[config.mk]
export PLATFORM = sky130hd
export DESIGN_NAME = dll_force_seq
export DESIGN_NICKNAME = d
export VERILOG_FILES = /design/src/rtl/dllf_pkg.sv /design/src/rtl/dllf_ctrl.sv /design/src/rtl/dllf_datapath.sv /design/src/rtl/dll_force_seq.sv
export SDC_FILE = /design/constraint.sdc
export NUM_CORES = 1
export LEC_CHECK = 0
export ABC_AREA = 1
export BUFFER_PORTS_ARGS = -buffer_cell sky130_fd_sc_hd__buf_2
export CAP_MARGIN = 25
export CELL_PAD_IN_SITES_DETAIL_PLACEMENT = 0
export CELL_PAD_IN_SITES_GLOBAL_PLACEMENT = 1
export CORE_UTILIZATION = 35
export DETAILED_ROUTE_END_ITERATION = 8
export PLACE_DENSITY = 0.87
export SKIP_LAST_GASP = 1
export SLEW_MARGIN = 20
export SYNTH_ARGS = -nofsm -noshare
export SYNTH_HDL_FRONTEND = slang
export SYNTH_SLANG_ARGS = --single-unit
[constraint.sdc]
create_clock -name clk -period 1.8 [get_ports clk]
set_input_delay 0.36 -clock clk [delete_from_list [all_inputs] [get_ports clk]]
set_output_delay 0.36 -clock clk [all_outputs]
set_load 0.03 [all_outputs]
[src/rtl/dllf_pkg.sv]
package dllf_pkg;

  typedef enum logic [3:0] {
    ST_IDLE,
    ST_INIT,
    ST_CFG,
    ST_ON,
    ST_GO,
    ST_WAIT,
    ST_FORCE,
    ST_DONE,
    ST_ERR
  } seqState_t;

  // Control-to-datapath strobes
  typedef struct packed {
    logic takeCfg;   // latch configuration word
    logic putInit;   // write fixed initial primary value
    logic putCfg;    // write secondary register
    logic putOn;     // write primary with enable bit
    logic putGo;     // write primary with run bit
    logic grabLock;  // latch coarse lock code
    logic putForce;  // write primary with frozen code
  } seqStrobe_t;

  localparam logic SEL_CTRL0 = 1'b0;
  localparam logic SEL_CTRL1 = 1'b1;

endpackage

[src/rtl/dllf_ctrl.sv]
module dllf_ctrl
  import dllf_pkg::*;
#(
  parameter int TIMEOUT_CYCLES = 1000,
  parameter int LOCK_BITS      = 3
) (
  input  logic                 clk,
  input  logic                 rstN,
  input  logic                 start,
  input  logic [LOCK_BITS-1:0] lockBits,
  output seqStrobe_t           strobe,
  output logic                 locked,
  output logic                 timeoutErr,
  output logic                 busy
);

  localparam int CNT_W = $clog2(TIMEOUT_CYCLES + 1);
  localparam logic [CNT_W-1:0] LAST_CNT = CNT_W'(TIMEOUT_CYCLES - 1);

  seqState_t state, stateNext;
  logic [CNT_W-1:0] waitCnt;
  logic allLocked;
  logic atRest;

  assign allLocked = &lockBits;
  assign atRest    = (state == ST_IDLE) || (state == ST_DONE) || (state == ST_ERR);

  always_comb begin
    stateNext = state;
    unique case (state)
      ST_IDLE, ST_DONE, ST_ERR: if (start) stateNext = ST_INIT;
      ST_INIT:  stateNext = ST_CFG;
      ST_CFG:   stateNext = ST_ON;
      ST_ON:    stateNext = ST_GO;
      ST_GO:    stateNext = ST_WAIT;
      ST_WAIT: begin
        if (allLocked)             stateNext = ST_FORCE;
        else if (waitCnt == LAST_CNT) stateNext = ST_ERR;
      end
      ST_FORCE: stateNext = ST_DONE;
      default:  stateNext = ST_IDLE;
    endcase
  end

  always_ff @(posedge clk) begin
    if (!rstN) begin
      state   <= ST_IDLE;
      waitCnt <= '0;
    end else begin
      state <= stateNext;
      if (state == ST_WAIT) waitCnt <= waitCnt + 1'b1;
      else                  waitCnt <= '0;
    end
  end

  always_comb begin
    strobe          = '0;
    strobe.takeCfg  = atRest && start;
    strobe.putInit  = (state == ST_INIT);
    strobe.putCfg   = (state == ST_CFG);
    strobe.putOn    = (state == ST_ON);
    strobe.putGo    = (state == ST_GO);
    strobe.grabLock = (state == ST_WAIT) && allLocked;
    strobe.putForce = (state == ST_FORCE);
  end

  assign locked     = (state == ST_DONE);
  assign timeoutErr = (state == ST_ERR);
  assign busy       = !atRest;

  AST_ONE_WRITE_STROBE: assert property (@(posedge clk) disable iff (!rstN)
    $onehot0({strobe.putInit, strobe.putCfg, strobe.putOn, strobe.putGo, strobe.putForce}));

  AST_NO_CAPTURE_AT_REST: assert property (@(posedge clk) disable iff (!rstN)
    strobe.grabLock |-> busy);

endmodule

[src/rtl/dllf_datapath.sv]
module dllf_datapath
  import dllf_pkg::*;
#(
  parameter int              DATA_W     = 32,
  parameter logic [DATA_W-1:0] INIT_VALUE = 32'h0010_1000,
  parameter int              ON_BIT     = 1,
  parameter int              GO_BIT     = 0,
  parameter int              LOCK_LSB   = 6,
  parameter int              LOCK_W     = 8,
  parameter int              FORCE_LSB  = 24
) (
  input  logic              clk,
  input  logic              rstN,
  input  seqStrobe_t        strobe,
  input  logic [DATA_W-1:0] cfgIn,
  input  logic [DATA_W-1:0] statusIn,
  output logic              wrEn,
  output logic              wrSel,
  output logic [DATA_W-1:0] wrData,
  output logic [DATA_W-1:0] ctrl0Value
);

  localparam logic [DATA_W-1:0] ON_MASK = DATA_W'(1) << ON_BIT;
  localparam logic [DATA_W-1:0] GO_MASK = DATA_W'(1) << GO_BIT;

  logic [DATA_W-1:0] cfgReg;
  logic [LOCK_W-1:0] lockVal;
  logic [DATA_W-1:0] shadow, shadowNext;
  logic anyWrite;

  assign anyWrite = strobe.putInit | strobe.putCfg | strobe.putOn |
                    strobe.putGo | strobe.putForce;

  always_comb begin
    shadowNext = shadow;
    if (strobe.putInit)  shadowNext = INIT_VALUE;
    if (strobe.putOn)    shadowNext = shadow | ON_MASK;
    if (strobe.putGo)    shadowNext = shadow | GO_MASK;
    if (strobe.putForce) shadowNext = shadow | (DATA_W'(lockVal) << FORCE_LSB);
  end

  always_ff @(posedge clk) begin
    if (!rstN) begin
      cfgReg  <= '0;
      lockVal <= '0;
      shadow  <= '0;
      wrEn    <= 1'b0;
      wrSel   <= SEL_CTRL0;
      wrData  <= '0;
    end else begin
      if (strobe.takeCfg)  cfgReg  <= cfgIn;
      if (strobe.grabLock) lockVal <= statusIn[LOCK_LSB +: LOCK_W];
      shadow <= shadowNext;
      wrEn   <= anyWrite;
      wrSel  <= strobe.putCfg ? SEL_CTRL1 : SEL_CTRL0;
      if (!anyWrite)          wrData <= '0;
      else if (strobe.putCfg) wrData <= cfgReg;
      else                    wrData <= shadowNext;
    end
  end

  assign ctrl0Value = shadow;

  AST_GO_AFTER_ON: assert property (@(posedge clk) disable iff (!rstN)
    $rose(shadow[GO_BIT]) |-> (shadow[ON_BIT] && $past(shadow[ON_BIT])));

  AST_SHADOW_TRACKS_WRITE: assert property (@(posedge clk) disable iff (!rstN)
    (wrEn && (wrSel == SEL_CTRL0)) |-> (wrData == shadow));

endmodule

[src/rtl/dll_force_seq.sv]
module dll_force_seq
  import dllf_pkg::*;
#(
  parameter int DATA_W         = 32,
  parameter int TIMEOUT_CYCLES = 1000,
  parameter int LOCK_BITS      = 3,
  parameter int LOCK_LSB       = 6,
  parameter int LOCK_W         = 8,
  parameter int FORCE_LSB      = 24
) (
  input  logic              clk,
  input  logic              rstN,
  input  logic              start,
  input  logic [DATA_W-1:0] phyCfgWord,
  input  logic [DATA_W-1:0] phyStatus,
  output logic              regWrEn,
  output logic              regWrSel,
  output logic [DATA_W-1:0] regWrData,
  output logic [DATA_W-1:0] ctrl0Value,
  output logic              locked,
  output logic              timeoutErr,
  output logic              busy
);

  seqStrobe_t strobe;

  dllf_ctrl #(
    .TIMEOUT_CYCLES(TIMEOUT_CYCLES),
    .LOCK_BITS     (LOCK_BITS)
  ) u_ctrl (
    .clk       (clk),
    .rstN      (rstN),
    .start     (start),
    .lockBits  (phyStatus[LOCK_BITS-1:0]),
    .strobe    (strobe),
    .locked    (locked),
    .timeoutErr(timeoutErr),
    .busy      (busy)
  );

  dllf_datapath #(
    .DATA_W    (DATA_W),
    .INIT_VALUE(DATA_W'(32'h0010_1000)),
    .ON_BIT    (1),
    .GO_BIT    (0),
    .LOCK_LSB  (LOCK_LSB),
    .LOCK_W    (LOCK_W),
    .FORCE_LSB (FORCE_LSB)
  ) u_datapath (
    .clk       (clk),
    .rstN      (rstN),
    .strobe    (strobe),
    .cfgIn     (phyCfgWord),
    .statusIn  (phyStatus),
    .wrEn      (regWrEn),
    .wrSel     (regWrSel),
    .wrData    (regWrData),
    .ctrl0Value(ctrl0Value)
  );

  AST_LOCK_WITH_FORCE: assert property (@(posedge clk) disable iff (!rstN)
    $rose(locked) |-> (regWrEn && (regWrSel == SEL_CTRL0)));

  AST_FORCE_CODE: assert property (@(posedge clk) disable iff (!rstN)
    $rose(locked) |-> (ctrl0Value[FORCE_LSB +: LOCK_W] ==
                       $past(phyStatus[LOCK_LSB +: LOCK_W], 2)));

  AST_FLAGS_EXCLUSIVE: assert property (@(posedge clk) disable iff (!rstN)
    !(locked && timeoutErr));

  AST_ERR_WITHOUT_LOCK: assert property (@(posedge clk) disable iff (!rstN)
    $rose(timeoutErr) |-> ($past(phyStatus[LOCK_BITS-1:0]) != {LOCK_BITS{1'b1}}));

endmodule

---- After elaboration in Yosys (flattened, before gate mapping) ----
Index checks and enable logic that the tools add are counted.
word-level totals
  bits in registers ....................... 120
  input bits .............................. 67
  output and inout bits ................... 69
  logic and storage cells ................. 46
operators by class
  add/subtract/negate cells ............... 1
  equal/unequal tests ..................... 11
  muxes and demuxes ....................... 10
  bitwise operators ....................... 5
  reductions and logical operators ........ 11
operators with widths
  operator                 number
  $mux W32                 5
  $or A32 B32 Y32          1
  $pmux W4 S7              1
  $eq A4 B3 Y1 const B     4
  $mux W4                  3
  $add A10 B1 Y10 const B  1
  $eq A10 B10 Y1 const B   1
  $eq A4 B2 Y1 const B     2
  $reduce_and A2 Y1        3
  $eq A4 B1 Y1 const B     1
  $eq A4 B4 Y1 const B     1
  $logic_not A4 Y1         1
  $or A1 B1 Y1             4
  $ne A3 B1 Y1 const B     1
  $reduce_and A3 Y1        1
  $reduce_or A3 Y1         1
  $logic_and A1 B1 Y1      2
  $logic_or A1 B1 Y1       2
  $ne A2 B2 Y1 const B     1
  $logic_not A1 Y1         1
  $mux W1                  1

---- Logic depth before layout (Yosys ltp) ----
  depth in word-level cells ............... 6
  depth in mapped cells ................... 9
  gate-level depth less buffers ........... 9

---- By module ----
From an unflattened synthesis, not the netlist that was laid out.
second synthesis, totals
  cell total of the unflattened synthesis .. 616
  area total of the unflattened synthesis .. 4655.7 µm²
by module, submodules not included
  module         instances  cells each  area each (µm²)
  dllf_datapath  1          497         3844.9
  dllf_ctrl      1          119         810.8

---- Worst setup path after synthesis ----
Ideal clock, no wire load.
  kind .................................... register to output
  start ................................... reg u_ctrl.state[1]
  end ..................................... out timeoutErr
  arrival ................................. 0.938 ns
  path slack .............................. 0.502 ns
  stages on the path, launching flop included .. 4
  buffers on the path ..................... 0
  cell sequence ........................... dfxtp_1 > inv_2 > nand3_1 > nor2_1
between the ends
  word-level cells in the longest chain between the ends .. 1
ends and longest elaborated chain
  item                    line                 source
  from (decl)             dllf_ctrl.sv:20      seqState_t state, stateNext;
  from (signal assigned)  dllf_ctrl.sv:50      state <= stateNext;
  $eq A4 B4 Y1            dllf_ctrl.sv:68      assign timeoutErr = (state == ST_ERR);
  to (decl)               dll_force_seq.sv:21  output logic timeoutErr,
Every way passes these cells.

---- Final worst setup path ----
  start ................................... reg u_ctrl.state[1]
  end ..................................... out busy
between the ends
  word-level cells in the longest chain between the ends .. 4
  elaborated cells between the ends (all ways) .. 6
ends and longest elaborated chain
  item                                                     line                 source
  $eq A4 B3 Y1 / $logic_not A4 Y1 (equally long branches)  dllf_ctrl.sv:26      assign atRest = (state == ST_IDLE) || (state == ST_DONE) || (state == ST_ERR);
  $logic_or A1 B1 Y1                                       dllf_ctrl.sv:26
  $logic_or A1 B1 Y1 *                                     dllf_ctrl.sv:26
  $logic_not A1 Y1 *                                       dllf_ctrl.sv:69      assign busy = !atRest;
  to (decl)                                                dll_force_seq.sv:22  output logic busy
Every way passes the cells marked *; elsewhere a longest branch is shown, timed or not.

==> out/qor.txt <==
STATUS
------------------------------------------------------------------------------------------
Result of the run                                                             finished clean

LOGIC SYNTHESIS
------------------------------------------------------------------------------------------
Post-Synthesis Cell Area                                                          4300 µm²
Sequential area share after synthesis                                                55.8%
Largest cells by area after synthesis                                         sky130_fd_sc_hd__dfxtp_1 56%, sky130_fd_sc_hd__a21oi_1 9.2%, sky130_fd_sc_hd__nand2_1 8.4%, sky130_fd_sc_hd__nor2_1 5.4%, sky130_fd_sc_hd__o21ai_0 4.4%
Cell type with the highest aggregate area in the netlist                      sky130_fd_sc_hd__dfxtp_1
Most frequently used cell type in the post-synthesis netlist                  sky130_fd_sc_hd__dfxtp_1
Synth cell types                                                                        26
Synthesized netlist cell count                                                         534
Synthesis-stage register bit count                                                     120
Synth Warn #                                                                             0
Avg Inst Size Synth                                                               8.06 µm²
Synth cell count leaders                                                      120 x sky130_fd_sc_hd__dfxtp_1, 96 x sky130_fd_sc_hd__nand2_1, 79 x sky130_fd_sc_hd__a21oi_1
Post-synth EDFFs                                                                         0
Share of the synthesized area in the top cell type                                   55.8%
Dominant register cell in the synthesized netlist                             sky130_fd_sc_hd__dfxtp_1
Share of synthesized flip-flops with an asynchronous set or reset                       0%
Net count of the mapped netlist                                                        602

GLOBAL ROUTE
------------------------------------------------------------------------------------------
Global-route total usage across every layer                                          17.3%
Vias in the first global route                                                       3,659
Global-route congestion overflow total                                                   0
Pin count of the biggest net entering global routing                                    46
Wire length of the first global-routing pass                                     17,300 µm
Number of antenna violations at the first check in global routing                        0

CTS
------------------------------------------------------------------------------------------
Clock edge transition at the registers on the reported setup and hold paths        0.06 ns
# clock sinks                                                                          120
TritonCTS buffer count                                                                  17
Maximum root-to-sink buffer count                                                        2
TritonCTS clock tree                                                                   yes
Cell at the root of the clock tree                                            sky130_fd_sc_hd__clkbuf_16
Maximum level of the CTS H-tree                                                          4
Clock latency at the later pin of the worst-skew pair                              0.40 ns
# hold bufs at CTS                                                                       0

STA
------------------------------------------------------------------------------------------
Final total negative setup slack                                                      0 ns
Share of the clock period used by the worst path                                     94.8%
Highest attainable clock frequency                                                 586 MHz
Clock period minus final worst setup slack                                         1.71 ns
Unrepaired setup endpoints after global routing                                      false
Relative max-transition margin                                                       66.9%
Max Clock Skew                                                                   0.0118 ns
Total setup violations reported at the end of the flow                                   0
Worst Max-Slew Pin Slew                                                           0.496 ns
Final Max Slew Viols                                                                     0
Count of final hold-check violations                                                     0
Final worst setup slack                                                          0.0934 ns

POWER AND IR DROP
------------------------------------------------------------------------------------------
Switching power                                                                    3.15 mW
PwrDens                                                                        1620 nW/µm²
Clock power frac                                                                     36.0%
Share of power burned in registers                                                   35.2%
Leakage component of the power                                                     2.55 nW
Max rail drop VDD                                                                 0.686 mV
Power consumption                                                                  9.06 mW
Portion of total power attributed to combinational logic                             28.7%
Share of total power consumed by net switching                                       34.8%
Internal power component                                                           5.91 mW

FLOORPLAN
------------------------------------------------------------------------------------------
Height of the die                                                                   113 µm
Row count                                                                               40
Placeable core area                                                             12,000 µm²
IO Pins                                                                                136
Total die area                                                                  12,700 µm²
Starting utilization of the core area                                                35.8%
Die W                                                                               113 µm

ROUTE
------------------------------------------------------------------------------------------
DRT iter0 DRCs                                                                         215
Routed vias/inst                                                                      4.73
Average wire per standard cell                                                     13.2 µm
Total number of vias                                                                 3,834
Post-route ant nets                                                                      0
Total routed wirelength                                                          10,700 µm
DRC Markers                                                                              0
DR pass1 iterations                                                                      4

CELLS AND AREA
------------------------------------------------------------------------------------------
Area occupied by registers                                                        2400 µm²
Ant diodes                                                                               0
Number of filler cells placed in the layout                                          1,185
Fraction of layout instances using a drive strength above 1                          26.4%
Multi-input combinational cell area                                               1570 µm²
Number of nets in the layout                                                           719
Core occupancy in the finished layout                                                46.5%
Growth of design area from synthesis to finish                                       29.9%

CRITICAL PATH
------------------------------------------------------------------------------------------
Data arrival time of the critical path                                             1.35 ns
Crit end category                                                               output pin
R2R Setup Slk                                                                      0.26 ns
Largest fanout on the critical path                                                      6
Data required time at the worst endpoint                                           1.44 ns
Crit path kind                                                                  reg -> out
Sort of element at the start of the critical path                                flip-flop

PLACEMENT
------------------------------------------------------------------------------------------
Dpl ws                                                                            0.241 ns
Port Buf Inserts                                                                       114
Weighted congestion at the end of routability-driven global placement                0.848
Detailed Place HPWL                                                                7290 µm

MIN PATH
------------------------------------------------------------------------------------------
Worst min-delay path category                                                    in -> reg

RUN
------------------------------------------------------------------------------------------
Max-cap check violation count                                                            0

final cells by class:
| cell class | count | area share, % |
|---|---|---|
| Timing Repair Buffer | 127 | 12.2 |
| Multi-Input combinational cell | 339 | 28.0 |
| Sequential cell | 120 | 43.0 |
| Clock buffer | 20 | 8.17 |
| Inverter | 46 | 3.11 |
| Clock inverter | 11 | 2.22 |
| Tap cell | 147 | 3.29 |
path summary, 6_finish.rpt:
check                        start                    end  depth (start not counted)
max                u_ctrl.state[1]                   busy                          4
min                  phyCfgWord[0]   u_datapath.cfgReg[0]                          3
min reg2reg  u_datapath.lockVal[6]  u_datapath.lockVal[6]                          2
max reg2reg        u_ctrl.state[2]   u_datapath.wrData[3]                          8
through the flow:
step                instance area [µm²]  instances  hold WS (ns)
detailed placement                 5000        778         0.437
floorplan                          4300        534         0.418
finish                             5590        810         0.234
global route                       5590        810         0.237
CTS                                5590        810         0.215
global placement                   5000        778         0.428
logic make-up after synthesis:
| family | Yosys count | share of synthesized area (%) |
|---|---|---|
| xor gates and xnor gates | 1 | 0.204 |
| adders and majority gates | 1 | 0.291 |
| AOI/OAI and AO/OA | 133 | 15.9 |
| buffers and inverters | 75 | 7.76 |
| and+or+nand+nor | 204 | 20.0 |
| DFF | 120 | 55.8 |
state kept, by name, indices dropped and copies added, names as in the netlist:
name	cells
u_datapath.wrSel	1
u_ctrl.waitCnt	10
u_datapath.wrData	32
u_datapath.wrEn	1
u_datapath.cfgReg	32
u_datapath.ctrl0Value	32
u_datapath.lockVal	8
u_ctrl.state	4
cell usage in the layout (no fill, tap or decap), types with 3 or more instances in the layout:
master                         n
sky130_fd_sc_hd__nand2_1      96
sky130_fd_sc_hd__inv_2         6
sky130_fd_sc_hd__clkinvlp_4    3
sky130_fd_sc_hd__inv_1        39
sky130_fd_sc_hd__clkinv_2      4
sky130_fd_sc_hd__buf_4        12
sky130_fd_sc_hd__clkbuf_16    17
sky130_fd_sc_hd__nand2_2       4
sky130_fd_sc_hd__a21oi_1      79
sky130_fd_sc_hd__nand3_1      32
sky130_fd_sc_hd__o21ai_1       9
sky130_fd_sc_hd__o21ai_0      38
sky130_fd_sc_hd__o21bai_1      7
sky130_fd_sc_hd__nor2_1       62
sky130_fd_sc_hd__dfxtp_1     118
sky130_fd_sc_hd__buf_2       114
worst max-delay path: stages, from the launching register on:
cell and delay, ns:
sky130_fd_sc_hd__dfxtp_2 0.40, sky130_fd_sc_hd__nand4_1 0.19, sky130_fd_sc_hd__nand2_2 0.13, sky130_fd_sc_hd__inv_1 0.06
sky130_fd_sc_hd__buf_2 0.18
power groups by stage:
stage | clock, mW | combinational [mW] | sequential [mW]
global placement | 0 | 2.56 | 3.23
CTS | 3.34 | 2.64 | 3.19
floorplan | 0 | 1.68 | 3.48
finish | 3.26 | 2.61 | 3.19
detailed placement | 0 | 2.59 | 3.23
global route | 3.46 | 2.91 | 3.23
per-layer routing:
metal	GRT usage (%)	routed length [µm]	vias to the layer above
met5	0	0	-
met1	20.9	4860	1755
met4	5.96	61	0
met3	5.03	493	4
li1	-	-	1978
met2	29.5	5300	97
what timing repair did:
| action | 4_1_cts | 5_1_grt |
|---|---|---|
| cloned | 0 | 0 |
| resized for setup | 2 | 1 |
| pin swaps | 1 | 0 |
| buffers inserted | 1 | 0 |
| hold endpoints to repair | 0 | 0 |
| endpoints found under the setup margin | 1 | 1 |
No activity file was read; power rests on OpenSTA's default activity.
